## config.mk

```make
export PLATFORM = sky130hd
export DESIGN_NAME = mbox_bank
export DESIGN_NICKNAME = d
export VERILOG_FILES = /design/src/rtl/mbox_pkg.sv /design/src/rtl/mbox_store.sv /design/src/rtl/mbox_irq.sv /design/src/rtl/mbox_bank.sv
export SDC_FILE = /design/constraint.sdc
export NUM_CORES = 1
export LEC_CHECK = 0
export ABC_AREA = 1
export CAP_MARGIN = 20
export CORE_AREA = 2 2 175 177
export DETAILED_ROUTE_END_ITERATION = 8
export DIE_AREA = 0 0 177 179
export PLACE_DENSITY = 0.51
export SLEW_MARGIN = 20
export SYNTH_ARGS = -nofsm -noshare
export SYNTH_HDL_FRONTEND = slang
export SYNTH_SLANG_ARGS = --single-unit
export TNS_END_PERCENT = 30
```

## constraint.sdc

```tcl
create_clock -name clk_i -period 2.1 [get_ports clk_i]
set_input_delay 0.42 -clock clk_i [delete_from_list [all_inputs] [get_ports clk_i]]
set_output_delay 0.42 -clock clk_i [all_outputs]
set_load 0.02 [all_outputs]
```

## src/rtl/mbox_pkg.sv

```systemverilog
package mbox_pkg;
  parameter int unsigned MBOX_W_DEF = 64;
  parameter bit          IRQ_RST    = 1'b0;
endpackage

```

## src/rtl/mbox_store.sv

```systemverilog
module mbox_store #(
  parameter int unsigned W = mbox_pkg::MBOX_W_DEF
) (
  input  logic         clk_i,
  input  logic         rst_ni,
  input  logic         ext_wr_i,
  input  logic [W-1:0] ext_wdata_i,
  input  logic         loc_clr_vld_i,
  input  logic [W-1:0] loc_clr_data_i,
  input  logic         loc_set_vld_i,
  input  logic [W-1:0] loc_set_data_i,
  output logic [W-1:0] mbox_o
);
  logic [W-1:0] set_v, clr_v, mbox_q;

  assign set_v = ({W{ext_wr_i}} & ext_wdata_i) | ({W{loc_set_vld_i}} & loc_set_data_i);
  assign clr_v = {W{loc_clr_vld_i}} & loc_clr_data_i;

  // per-bit cell: set dominates clear
  for (genvar i = 0; i < W; i++) begin : g_bit
    always_ff @(posedge clk_i or negedge rst_ni) begin
      if (!rst_ni)       mbox_q[i] <= 1'b0;
      else if (set_v[i]) mbox_q[i] <= 1'b1;
      else if (clr_v[i]) mbox_q[i] <= 1'b0;
    end
  end

  assign mbox_o = mbox_q;

  a_r3_ext_sets: assert property (@(posedge clk_i) disable iff (!rst_ni)
    ext_wr_i |=> ((mbox_q & $past(ext_wdata_i)) == $past(ext_wdata_i)));

  a_r4_no_ext_clear: assert property (@(posedge clk_i) disable iff (!rst_ni)
    !loc_clr_vld_i |=> (($past(mbox_q) & ~mbox_q) == '0));

  a_r5_clear: assert property (@(posedge clk_i) disable iff (!rst_ni)
    (loc_clr_vld_i && !ext_wr_i && !loc_set_vld_i) |=> ((mbox_q & $past(loc_clr_data_i)) == '0));

  a_r6_loc_sets: assert property (@(posedge clk_i) disable iff (!rst_ni)
    loc_set_vld_i |=> ((mbox_q & $past(loc_set_data_i)) == $past(loc_set_data_i)));

  a_r7_set_wins: assert property (@(posedge clk_i) disable iff (!rst_ni)
    (ext_wr_i && loc_clr_vld_i) |=>
      ((mbox_q & $past(ext_wdata_i & loc_clr_data_i)) == $past(ext_wdata_i & loc_clr_data_i)));
endmodule

```

## src/rtl/mbox_irq.sv

```systemverilog
module mbox_irq #(
  parameter int unsigned W = mbox_pkg::MBOX_W_DEF
) (
  input  logic         clk_i,
  input  logic         rst_ni,
  input  logic [W-1:0] mbox_i,
  input  logic         mask_we_i,
  input  logic [W-1:0] mask_i,
  output logic [W-1:0] mask_o,
  output logic         irq_o
);
  logic [W-1:0] mask_q;
  logic         irq_q;

  always_ff @(posedge clk_i or negedge rst_ni) begin
    if (!rst_ni)        mask_q <= '1;
    else if (mask_we_i) mask_q <= mask_i;
  end

  always_ff @(posedge clk_i or negedge rst_ni) begin
    if (!rst_ni) irq_q <= mbox_pkg::IRQ_RST;
    else         irq_q <= |(mbox_i & mask_q);
  end

  assign mask_o = mask_q;
  assign irq_o  = irq_q;

  a_r9_mask_load: assert property (@(posedge clk_i) disable iff (!rst_ni)
    mask_we_i |=> (mask_q == $past(mask_i)));

  a_r9_mask_hold: assert property (@(posedge clk_i) disable iff (!rst_ni)
    !mask_we_i |=> $stable(mask_q));

  a_r8_irq_quiet: assert property (@(posedge clk_i) disable iff (!rst_ni)
    (mask_q == '0) |=> !irq_q);

  a_r8_irq_empty: assert property (@(posedge clk_i) disable iff (!rst_ni)
    (mbox_i == '0) |=> !irq_q);
endmodule

```

## src/rtl/mbox_bank.sv

```systemverilog
module mbox_bank #(
  parameter int unsigned MBOX_W = mbox_pkg::MBOX_W_DEF
) (
  input  logic              clk_i,
  input  logic              rst_ni,
  input  logic              ext_wr_i,
  input  logic [MBOX_W-1:0] ext_wdata_i,
  output logic [MBOX_W-1:0] ext_rdata_o,
  input  logic              loc_clr_vld_i,
  input  logic [MBOX_W-1:0] loc_clr_data_i,
  input  logic              loc_set_vld_i,
  input  logic [MBOX_W-1:0] loc_set_data_i,
  input  logic              loc_mask_we_i,
  input  logic [MBOX_W-1:0] loc_mask_i,
  output logic [MBOX_W-1:0] loc_rdata_o,
  output logic [MBOX_W-1:0] loc_mask_o,
  output logic              irq_o
);
  logic [MBOX_W-1:0] mbox_w;

  mbox_store #(.W(MBOX_W)) u_store (
    .clk_i          (clk_i),
    .rst_ni         (rst_ni),
    .ext_wr_i       (ext_wr_i),
    .ext_wdata_i    (ext_wdata_i),
    .loc_clr_vld_i  (loc_clr_vld_i),
    .loc_clr_data_i (loc_clr_data_i),
    .loc_set_vld_i  (loc_set_vld_i),
    .loc_set_data_i (loc_set_data_i),
    .mbox_o         (mbox_w)
  );

  mbox_irq #(.W(MBOX_W)) u_irq (
    .clk_i     (clk_i),
    .rst_ni    (rst_ni),
    .mbox_i    (mbox_w),
    .mask_we_i (loc_mask_we_i),
    .mask_i    (loc_mask_i),
    .mask_o    (loc_mask_o),
    .irq_o     (irq_o)
  );

  assign ext_rdata_o = mbox_w;
  assign loc_rdata_o = mbox_w;

  a_r2_views_match: assert property (@(posedge clk_i) disable iff (!rst_ni)
    ext_rdata_o == loc_rdata_o);

  a_r8_irq_needs_bits: assert property (@(posedge clk_i) disable iff (!rst_ni)
    irq_o |-> ($past(ext_rdata_o & loc_mask_o) != '0));
endmodule

```

# Word-level counts from Yosys, hierarchy flattened
# Index checks and enable logic that the tools add are counted.
[totals]
regBits = 129
input_bits = 262
out_inout_bits = 193
[op_classes]
n_mux = 128
bitwise = 5
n_reduce_logical = 65
[op_table]
columns = ["cell", "n"]
rows = [
  ["64-bit bitwise AND", 4],
  ["1-bit two-way mux", 128],
  ["2-bit nonzero test", 64],
  ["64-bit bitwise OR", 1],
  ["64-bit OR reduction", 1],
]

# Depth between registers and ports, before layout
# Gate-level depths: netlist of run 1.
[logic_depth]
ltp_word = 3
mapped_depth = 8

# Modules after synthesis
# Synthesis of run 1 repeated with hierarchy kept, for this count alone.
[unflattened]
cells_unflattened = 724
hier_area_um2 = 6802.8
[by_module_without_submodules]
columns = ["mod", "n_inst", "cells_each", "area_each_um2", "seq_area_each_um2"]
rows = [
  ["mbox_irq", 1, 255, 3255.6, 1706.6],
  ["mbox_store", 1, 405, 3066.7, 1601.5],
  ["mbox_bank", 1, 64, 480.5, 0.0],
]

# Least setup slack after synthesis of run 1
# OpenSTA, ideal clock, no wires.
[synth_path]
path_kind = "in2reg"
from = "input port loc_mask_we_i"
to = "register u_irq.mask_q[0] (netlist: u_irq.mask_o[0])"
setup_time_ps = 82
t_arrival_ps = 1027
slack_ps = 990
cell_stages = 3
path_cell_list = "buf_6 > buf_12 > mux2_4"
[synth_lines]
columns = ["item", "line", "source"]
rows = [
  ["start, declared", "mbox_bank.sv:13", "input logic loc_mask_we_i,"],
  ["end signal, assigned", "mbox_irq.sv:17", "else if (mask_we_i) mask_q <= mask_i;"],
  ["end, declared", "mbox_irq.sv:12", "logic [W-1:0] mask_q;"],
]
# No word-level cell between the ends.

# Final worst setup path of run 1
[layout_path]
from = "register u_irq.mask_q[17] (netlist: u_irq.mask_o[17])"
to = "output port loc_mask_o[17]"
[layout_lines]
columns = ["item", "line", "source"]
rows = [
  ["end, declared", "mbox_bank.sv:16", "output logic [MBOX_W-1:0] loc_mask_o,"],
]
# No word-level cell between the ends.

==> impl_metrics.toml, run 1 <==
[critical_path]
cp_max_fo = 3
cp_cell_sequence = "clkdlybuf4s50_1"
ff2ff_path_depth = 8
worstPathRequired_ns = 1.68
crit_slowest_cell = "clkdlybuf4s50_1"
worstPathBufferInverterCount = 1
start_kind = "flip-flop"
crit_path_end_kind = "primary output"
r2r_slack_ns = 0.62
slowest_delay_ns = 0.64
crit_start = "u_irq.mask_o[17]"
reg2reg_to = "u_irq.irq_o"
r2r_start = "u_store.mbox_o[53]"
critPathCapture = "loc_mask_o[17]"
path_class = "reg -> out"
cp.depth = 1
crit_arrival_ns = 1.59
crit_family = "buffers and inverters"

[global_routing]
grt_antenna_before_repair = 0
grt_pass1_vias = 6359
grt.overflow.total = 0
track_usage_pct = 17.9
grt_max_degree = 42
grt_pass1_wl_um = 41400

[routing]
via_per_inst = 4.13
first_pass_iters = 4
num_vias = 6305
wl_um = 29000
wire_per_inst_um = 19.0
drt_iter0_drc = 210
ant_nets = 0
drc_errors = 0

[cts]
clock_sinks = 129
cts-root-buf = "clkbuf_16"
cts_buffers = 17
cts_tree = "done"
clkLatencyLatePin_ns = 0.41
htreeDepth = 4
clockBufferDepth = 2
path_clk_slew_ns = 0.06

[placement]
dp_hpwl_um = 22600
place_congestion = 0.804
dp.cells = 1495
pre_cts_slack_ns = 0.465
port_buffers = 454

[sta]
timing.setup.tns_ns = 0
finalSetupViolCount = 0
fmax_mhz = 498
finClkSkew_ns = 0.00827
slew_viol_final = 0
worstMarginPinSlew_ns = 0.480
slew_headroom_pct = 68.0
worst_slack_ns = 0.0926
finalHoldViolCount = 0
fin_crit_sh_pct = 95.6
period_needed_ns = 2.01
rsz0062_at_grt = "false"

[layout]
stdcell_count = 1527
diodes = 0
mostFrequentLayoutCell = "clkdlybuf4s50_1"
seq_area_um2 = 3310
multi_input_area_um2 = 2650
layout_common_cells = "clkdlybuf4s50_1 (448), nand2_1 (343), dfrtp_1 (65)"
area.growth.synth_to_final_pct = 75.3
drive_above_1_share_pct = 15.6
fin_nets = 1381
fill_cells = 3045

[floorplan]
die_width_um = 177
pin_count = 455
rows = 64
core_um2 = 30000
chipHeight_um = 179
start_util_pct = 22.4
dieArea_um2 = 31700

[logic_synthesis]
synthesis.nets = 986
synth_cell_type_count = 13
ys_ff_latch = 129
synth_area_um2 = 6720
synth.avg_cell_area_um2 = 9.29
syn_inst = 724
yosys_warnings = 0
synth.yosys.seq_area_share_pct = 49.2

[flow_run]
max-cap-violations = 0

[worst_hold_path]
min_from = "loc_mask_we_i"
worstHoldPathType = "in -> reg"

[power]
p_leak_nw = 5.20
vdd_drop_max_mv = 0.466
power.density_nw_per_um2 = 733

[status]
status = "finished, final reports clean"
## metrics by stage
step / hold WS, ns / instance area [µm²] / power, mW / util (%)
CTS: 0.408 / 11800 / 8.79 / 39.3
finish: 0.429 / 11800 / 8.65 / 39.3
global placement: 0.360 / 11200 / 5.69 / 37.3
detailed placement: 0.356 / 11200 / 5.70 / 37.3
floorplan: 0.124 / 6720 / 4.29 / -
global route: 0.404 / 11800 / 9.10 / 39.3
## how the worst min path moves through the flow
stage               slack [ns]                  to  depth (start not counted)
global route              0.40    u_irq.mask_o[56]                          2
CTS                       0.41    u_irq.mask_o[56]                          2
global placement          0.36  u_store.mbox_o[37]                          1
finish                    0.43    u_irq.mask_o[56]                          2
detailed placement        0.36   u_store.mbox_o[3]                          1
floorplan                 0.12         u_irq.irq_o                          0
## cell usage after synthesis
cell type  instances  area share [%]
nand2_1          343              19
inv_1             12            0.67
buf_6              1            0.17
nand3_1           64             4.8
buf_12             6             1.8
dfrtp_1           65              24
mux2_4            60              13
buf_2             21             1.6
buf_4             64             7.1
nor2_1            10            0.56
nand4_1           10            0.93
mux2_2             4            0.67
dfstp_2           64              25
## state kept, by name, summed over array words and instances (netlist names)
signal and cells:
u_irq.mask_o 64, u_store.mbox_o 64, u_irq.irq_o 1
## cell families (layout without fill, tap and decap cells)
family	after synthesis	in the layout	synth area share, %
buffers and inverters	104	511	11.3
DFF	129	129	49.2
muxes	64	64	14.1
and+or+nand+nor	427	427	25.4
## repair_timing
item                                    4_1_cts  5_1_grt
endpoints found under the setup margin        0        1
hold buffers                                  1        0
hold endpoints to repair                     14        0
setup buffers                                 0        0
gates resized for setup                       0        1
## power by group
group	leakage, nW	switching [mW]	total [mW]	internal (mW)
sequential	1.34	0.276	3.10	2.83
combinational	3.58	1.15	2.52	1.37
clock	0.274	1.21	3.02	1.81
total	5.20	2.64	8.65	6.01
## cell type report
type	instances	area share, %
Clock buffer	19	3.84
Clock inverter	12	1.14
Inverter	12	0.382
Multi-Input combinational cell	491	22.5
Sequential cell	129	28.1
Tap cell	396	4.20
Timing Repair Buffer	468	39.9
## per-layer routing
metal | part of all wire, % | global-route usage (%)
met1 | 42 | 22.1
met2 | 50 | 30.7
met3 | 6.9 | 5.05
met4 | 1.3 | 4.06
met5 | 0 | 0
Power figures use the tool's default switching activity.
==> run 2, diff against run 1 <==
--- a/config.mk
+++ b/config.mk
@@ -10,6 +10,8 @@
 export CORE_AREA = 2 2 175 177
 export DETAILED_ROUTE_END_ITERATION = 8
 export DIE_AREA = 0 0 177 179
+export GPL_ROUTABILITY_DRIVEN = 0
+export GPL_TIMING_DRIVEN = 0
 export PLACE_DENSITY = 0.51
 export SLEW_MARGIN = 20
 export SYNTH_ARGS = -nofsm -noshare
==> run 2 against run 1 <==
Total power rose by 6.5%. Maximum frequency fell by 1.7%. Combinational power rose by 7.9%. Final cell count rose by 5.0%. Sequential power barely moved. Register-to-register slack improved by 0.08 ns. Critical endpoint is now loc_rdata_o[5]. Highest routed layer is now met5.
==> impl_metrics.toml, run 2 (same netlist as run 1, synthesis figures left out) <==
[critical_path]
worstPathBufferInverterCount = 2
cp_max_fo = 4
path_class = "reg -> out"
crit_family = "buffers and inverters"
crit_path_end_kind = "primary output"
cp_cell_sequence = "buf_4 > clkdlybuf4s50_1"
slowest_delay_ns = 0.59
crit_arrival_ns = 1.62
crit_start = "u_store.mbox_o[5]"
crit_slowest_cell = "clkdlybuf4s50_1"
worstPathRequired_ns = 1.68
start_kind = "flip-flop"
r2r_start = "u_store.mbox_o[53]"

[cts]
clock_sinks = 129
clockBufferDepth = 2
cts_setup_buffers = 0
path_clk_slew_ns = 0.06
cts_buffers = 17
cts_tree = "done"
clkLatencyLatePin_ns = 0.42
cts-root-buf = "clkbuf_16"
htreeDepth = 4

[power]
power.density_nw_per_um2 = 741
p_comb_share_pct = 29.6
p_clk_share_pct = 36.5
swShare_pct = 29.4
vdd_drop_max_mv = 0.519
finalPower_mw = 9.20
p_seq_share_pct = 33.9
p_switching_mw = 2.70
cellInternalPower_mw = 6.50
p_leak_nw = 5.58

[layout]
fill_cells = 3029
final_util_pct = 41.4
diodes = 0
layout_common_cells = "clkdlybuf4s50_1 (447), nand2_1 (343), nand3_1 (64), buf_4 (64), dfstp_2 (64)"
drive_above_1_share_pct = 21.1
multi_input_area_um2 = 2650
fin_nets = 1457
area.growth.synth_to_final_pct = 84.9
mostFrequentLayoutCell = "clkdlybuf4s50_1"
seq_area_um2 = 3310

[routing]
drt_iter0_drc = 219
ant_nets = 0
wire_per_inst_um = 20.0
num_vias = 6564
first_pass_iters = 5
wl_um = 32100
via_per_inst = 4.09
drc_errors = 0

[worst_hold_path]
min_from = "ext_wr_i"
worstHoldPathType = "in -> reg"

[global_routing]
grt_pass1_wl_um = 45100
grt_antenna_before_repair = 1
grt_max_degree = 72
track_usage_pct = 20.0
met3_usage_pct = 4.90
use_met1_pct = 24.5
grt.overflow.total = 0
grt_use_met2_pct = 35.4
grt_pass1_vias = 6817
top_usage_layer = "met2"

[floorplan]
chipHeight_um = 179
dieArea_um2 = 31700
rows = 64
core_um2 = 30000
die_width_um = 177
start_util_pct = 22.4
pin_count = 455

[sta]
slew_headroom_pct = 61.0
worstMarginPinSlew_ns = 0.585
rsz0062_at_grt = "false"
finalHoldViolCount = 0
period_needed_ns = 2.04
slew_viol_final = 0
fmax_mhz = 490
fin_crit_sh_pct = 97.3
finClkSkew_ns = 0.00924
finalSetupViolCount = 0

[flow_run]
max-cap-violations = 0

[status]
status = "finished, final reports clean"

[placement]
port_buffers = 450
dp_hpwl_um = 24900
==> run 2: changes by cell type in the layout (fill, tap and decap cells not counted), sizes merged <==
cell,delta
buf,+76
bufinv,+3
clkinvlp,-2
clkbuf,+1
clkdlybuf4s50,-1
clkinv,-1
dlymetal6s2s,+1
==> run 2: power by group through the flow <==
| stage | combinational (mW) | sequential (mW) | clock [mW] |
|---|---|---|---|
| after floorplan | 0.918 | 3.37 | 0 |
| after global placement | 2.74 | 3.16 | 0 |
| after detailed placement | 2.75 | 3.16 | 0 |
| after CTS | 2.77 | 3.13 | 3.46 |
| after global routing | 2.91 | 3.16 | 3.57 |
| final | 2.72 | 3.12 | 3.36 |
==> run 2: final timing paths <==
path,endpoint,slack (ns),cells past startpoint
max,loc_rdata_o[5],0.06,2
min,u_store.mbox_o[22],0.37,3
max reg2reg,u_irq.irq_o,0.70,8
min reg2reg,u_store.mbox_o[11],0.55,2
max in group asynchronous,u_irq.mask_o[59],0.75,3
min in group asynchronous,u_store.mbox_o[32],0.58,2
==> run 2: final cells by class <==
cell class	count	area share [%]
Sequential cell	129	26.6
Buffer	92	5.77
Clock inverter	12	1.67
Timing Repair Buffer	452	36.6
Multi-Input combinational cell	491	21.4
Tap cell	396	3.99
Inverter	12	0.362
Clock buffer	20	3.59
==> run 2: through the flow <==
step                setup slack (ns)  hold WS [ns]  setup TNS, ns  instance area (µm²)  std cells
floorplan                      0.990         0.124              0                 6720        724
global placement               -5.14         0.525        -545.44                11700       1570
detailed placement             0.450         0.439              0                11800       1571
CTS                           0.0156         0.355              0                12400       1604
global route                 0.00461         0.378              0                12400       1604
finish                        0.0575         0.366              0                12400       1604
==> run 2: tightest hold or removal path, cell delays in order <==
cell and delay (ns):
buf_2 0.17, nand2_1 0.08, nand3_1 0.07
==> run 2: per-layer routing <==
layer,vias to the layer above,share of wire [%]
li1,3199,-
met1,3072,42
met2,273,51
met3,18,6.8
met4,2,0.88
met5,-,0.034
==> run 2: what timing repair did <==
item,in CTS,in global routing
pin swaps,0,0
hold endpoints to repair,20,0
hold buffers,1,0
endpoints found under the setup margin,1,4
gates resized for setup,1,4
gates cloned,0,0
==> run 3, diff against run 2 <==
--- a/config.mk
+++ b/config.mk
@@ -7,14 +7,15 @@
 export LEC_CHECK = 0
 export ABC_AREA = 1
 export CAP_MARGIN = 20
-export CORE_AREA = 2 2 175 177
+export CORE_AREA = 2 2 176 178
 export DETAILED_ROUTE_END_ITERATION = 8
-export DIE_AREA = 0 0 177 179
+export DIE_AREA = 0 0 178 180
 export GPL_ROUTABILITY_DRIVEN = 0
 export GPL_TIMING_DRIVEN = 0
 export PLACE_DENSITY = 0.51
 export SLEW_MARGIN = 20
 export SYNTH_ARGS = -nofsm -noshare
 export SYNTH_HDL_FRONTEND = slang
+export SYNTH_HIERARCHICAL = 1
 export SYNTH_SLANG_ARGS = --single-unit
 export TNS_END_PERCENT = 30
==> run 3 against run 2 <==
Die area is 1.1% higher. Sequential cell count stayed put. Combinational power hardly changed.
==> impl_metrics.toml, run 3 <==
[status]
status = "finished, final reports clean"

[power]
p_comb_share_pct = 29.4
p_clk_share_pct = 37.2
power.density_nw_per_um2 = 747
swShare_pct = 29.0
cellInternalPower_mw = 6.64
p_seq_share_pct = 33.4
p_leak_nw = 5.60
p_switching_mw = 2.71
vdd_drop_max_mv = 0.491

[logic_synthesis]
synth_most_common_cell = "nand2_1"
syn_inst = 724
synthArstFlopShare_pct = 100
synth_commonest_cells = "nand2_1 (343), buf_4 (78), dfrtp_1 (65), dfstp_2 (64), nand3_1 (64)"
yosys_warnings = 6
synthTopCellsByArea = "dfstp_2 (25%), dfrtp_1 (24%), nand2_1 (19%), mux2_4 (13%), buf_4 (8.6%)"
synth.yosys.seq_area_share_pct = 48.6
synth.avg_cell_area_um2 = 9.40
synth_top_area_cell = "dfstp_2"
synth_top_area_share_pct = 24.7
synth_area_um2 = 6800
synthesis.nets = 986
synth_cell_type_count = 12
synth-edff-count = 0
synth_flop_cell = "dfrtp_1"
ys_ff_latch = 129

[floorplan]
start_util_pct = 22.5
core_um2 = 30200
pin_count = 455
chipHeight_um = 180
die_width_um = 178
dieArea_um2 = 32000
rows = 64

[critical_path]
crit_arrival_ns = 1.62
worstPathRequired_ns = 1.68
r2r_slack_ns = 0.87
cp_max_fo = 4
ff2ff_path_depth = 8
reg2reg_to = "u_irq/irq_o"
crit_path_end_kind = "primary output"
path_class = "reg -> out"
start_kind = "flip-flop"
r2r_start = "u_store/mbox_o[32]"

[sta]
fin_crit_sh_pct = 97.0
finalSetupViolCount = 0
rsz0062_at_grt = "false"
finClkSkew_ns = 0.00964
worst_slack_ns = 0.0638
finalHoldViolCount = 0
worstMarginPinSlew_ns = 0.508
period_needed_ns = 2.04
fmax_mhz = 491
timing.setup.tns_ns = 0
slew_viol_final = 0
slew_headroom_pct = 66.1
holdWs_ns = 0.374

[placement]
dp.cells = 1571
place_area_um2 = 11800
pre_cts_slack_ns = 0.405
port_buffers = 450
dp_hpwl_um = 24800

[global_routing]
grt_max_degree = 71
grt_antenna_before_repair = 0
grt_pass1_wl_um = 44900
grt.overflow.total = 0
track_usage_pct = 19.3
grt_pass1_vias = 6914

[layout]
layout_common_cells = "clkdlybuf4s50_1 (446), nand2_1 (343), buf_4 (81)"
fill_cells = 3041
diodes = 0
mostFrequentLayoutCell = "clkdlybuf4s50_1"
stdcell_count = 1604
area.growth.synth_to_final_pct = 84.1
drive_above_1_share_pct = 21.6
design_area_um2 = 12500
fin_nets = 1457

[routing]
ant_nets = 0
drc_errors = 0
drt_iter0_drc = 172
first_pass_iters = 5
num_vias = 6542
via_per_inst = 4.08
wl_um = 31500
wire_per_inst_um = 19.6

[worst_hold_path]
min_from = "loc_clr_vld_i"
min_delay_path_depth = 4
worstHoldPathType = "in -> reg"
min_to = "u_store/mbox_o[61]"

[cts]
htreeDepth = 4
cts-root-buf = "clkbuf_16"
cts_setup_buffers = 0
cts_tree = "done"
clockBufferDepth = 2
clock_sinks = 129
path_clk_slew_ns = 0.07
cts_buffers = 17
clkLatencyLatePin_ns = 0.41

[flow_run]
max-cap-violations = 0
==> run 3: cell counts after synthesis <==
Identical to the previous run, type by type.
==> run 3: power groups by stage <==
stage	combinational [mW]	clock [mW]	sequential, mW
floorplan	0.937	0	3.37
global placement	2.76	0	3.16
detailed placement	2.77	0	3.17
CTS	2.78	3.58	3.13
global route	2.92	3.69	3.16
finish	2.74	3.48	3.12
==> run 3: layer usage <==
| metal | global-route usage (%) | part of all wire (%) |
|---|---|---|
| met1 | 22.6 | 41 |
| met2 | 34.6 | 50 |
| met3 | 5.08 | 7.1 |
| met4 | 5.11 | 1.9 |
| met5 | 0 | 0 |
==> run 3: final cells by class <==
cell class	count	area, µm²	area share [%]
well taps	396	495	3.96
plain buffers	92	796	6.35
inverters	12	45.0	0.360
repair buffers	452	4540	36.3
multi-input cells	491	2650	21.2
clock buffers	20	447	3.57
clock inverters	12	230	1.84
flip-flops and latches	129	3320	26.5
==> run 3: how the worst max path moves through the flow <==
| stage | to | start | slack [ns] |
|---|---|---|---|
| after global placement | u_store/mbox_o[47] | rst_ni | -5.16 |
| after CTS | loc_rdata_o[21] | u_store/mbox_o[21] | 0.006 |
| final | loc_rdata_o[0] | u_store/mbox_o[0] | 0.06 |
| after floorplan | u_irq/mask_o[10] | loc_mask_we_i | 0.99 |
| after detailed placement | loc_rdata_o[15] | u_store/mbox_o[15] | 0.40 |
| after global routing | loc_rdata_o[0] | u_store/mbox_o[0] | 0.003 |
==> run 3: cell families (layout without fill, tap and decap cells) <==
kind of cell	after synthesis	count (layout)	share of synthesized area (%)
flops	129	129	48.6
simple gates	427	427	25.1
mux	64	64	13.9
buf+inv	104	588	12.4
==> run 3: per-stage QoR <==
| step | util (%) | power (mW) |
|---|---|---|
| 4_1_cts | 41.5 | 9.50 |
| 2_1_floorplan | - | 4.31 |
| 3_5_place_dp | 39.2 | 5.94 |
| 6_report | 41.5 | 9.35 |
| 3_3_place_gp | 39.1 | 5.92 |
| 5_1_grt | 41.5 | 9.78 |
==> run 3: critical path: stages (launching register included) <==
cell,delay (ns)
dfrtp_1,0.47
buf_4,0.15
clkdlybuf4s50_1,0.59
==> run 3: what timing repair did <==
action	4_1_cts	5_1_grt
resized for setup	4	5
endpoints found under the hold margin	31	0
pin swaps	0	0
hold buffers	1	0
setup endpoints to repair	4	5
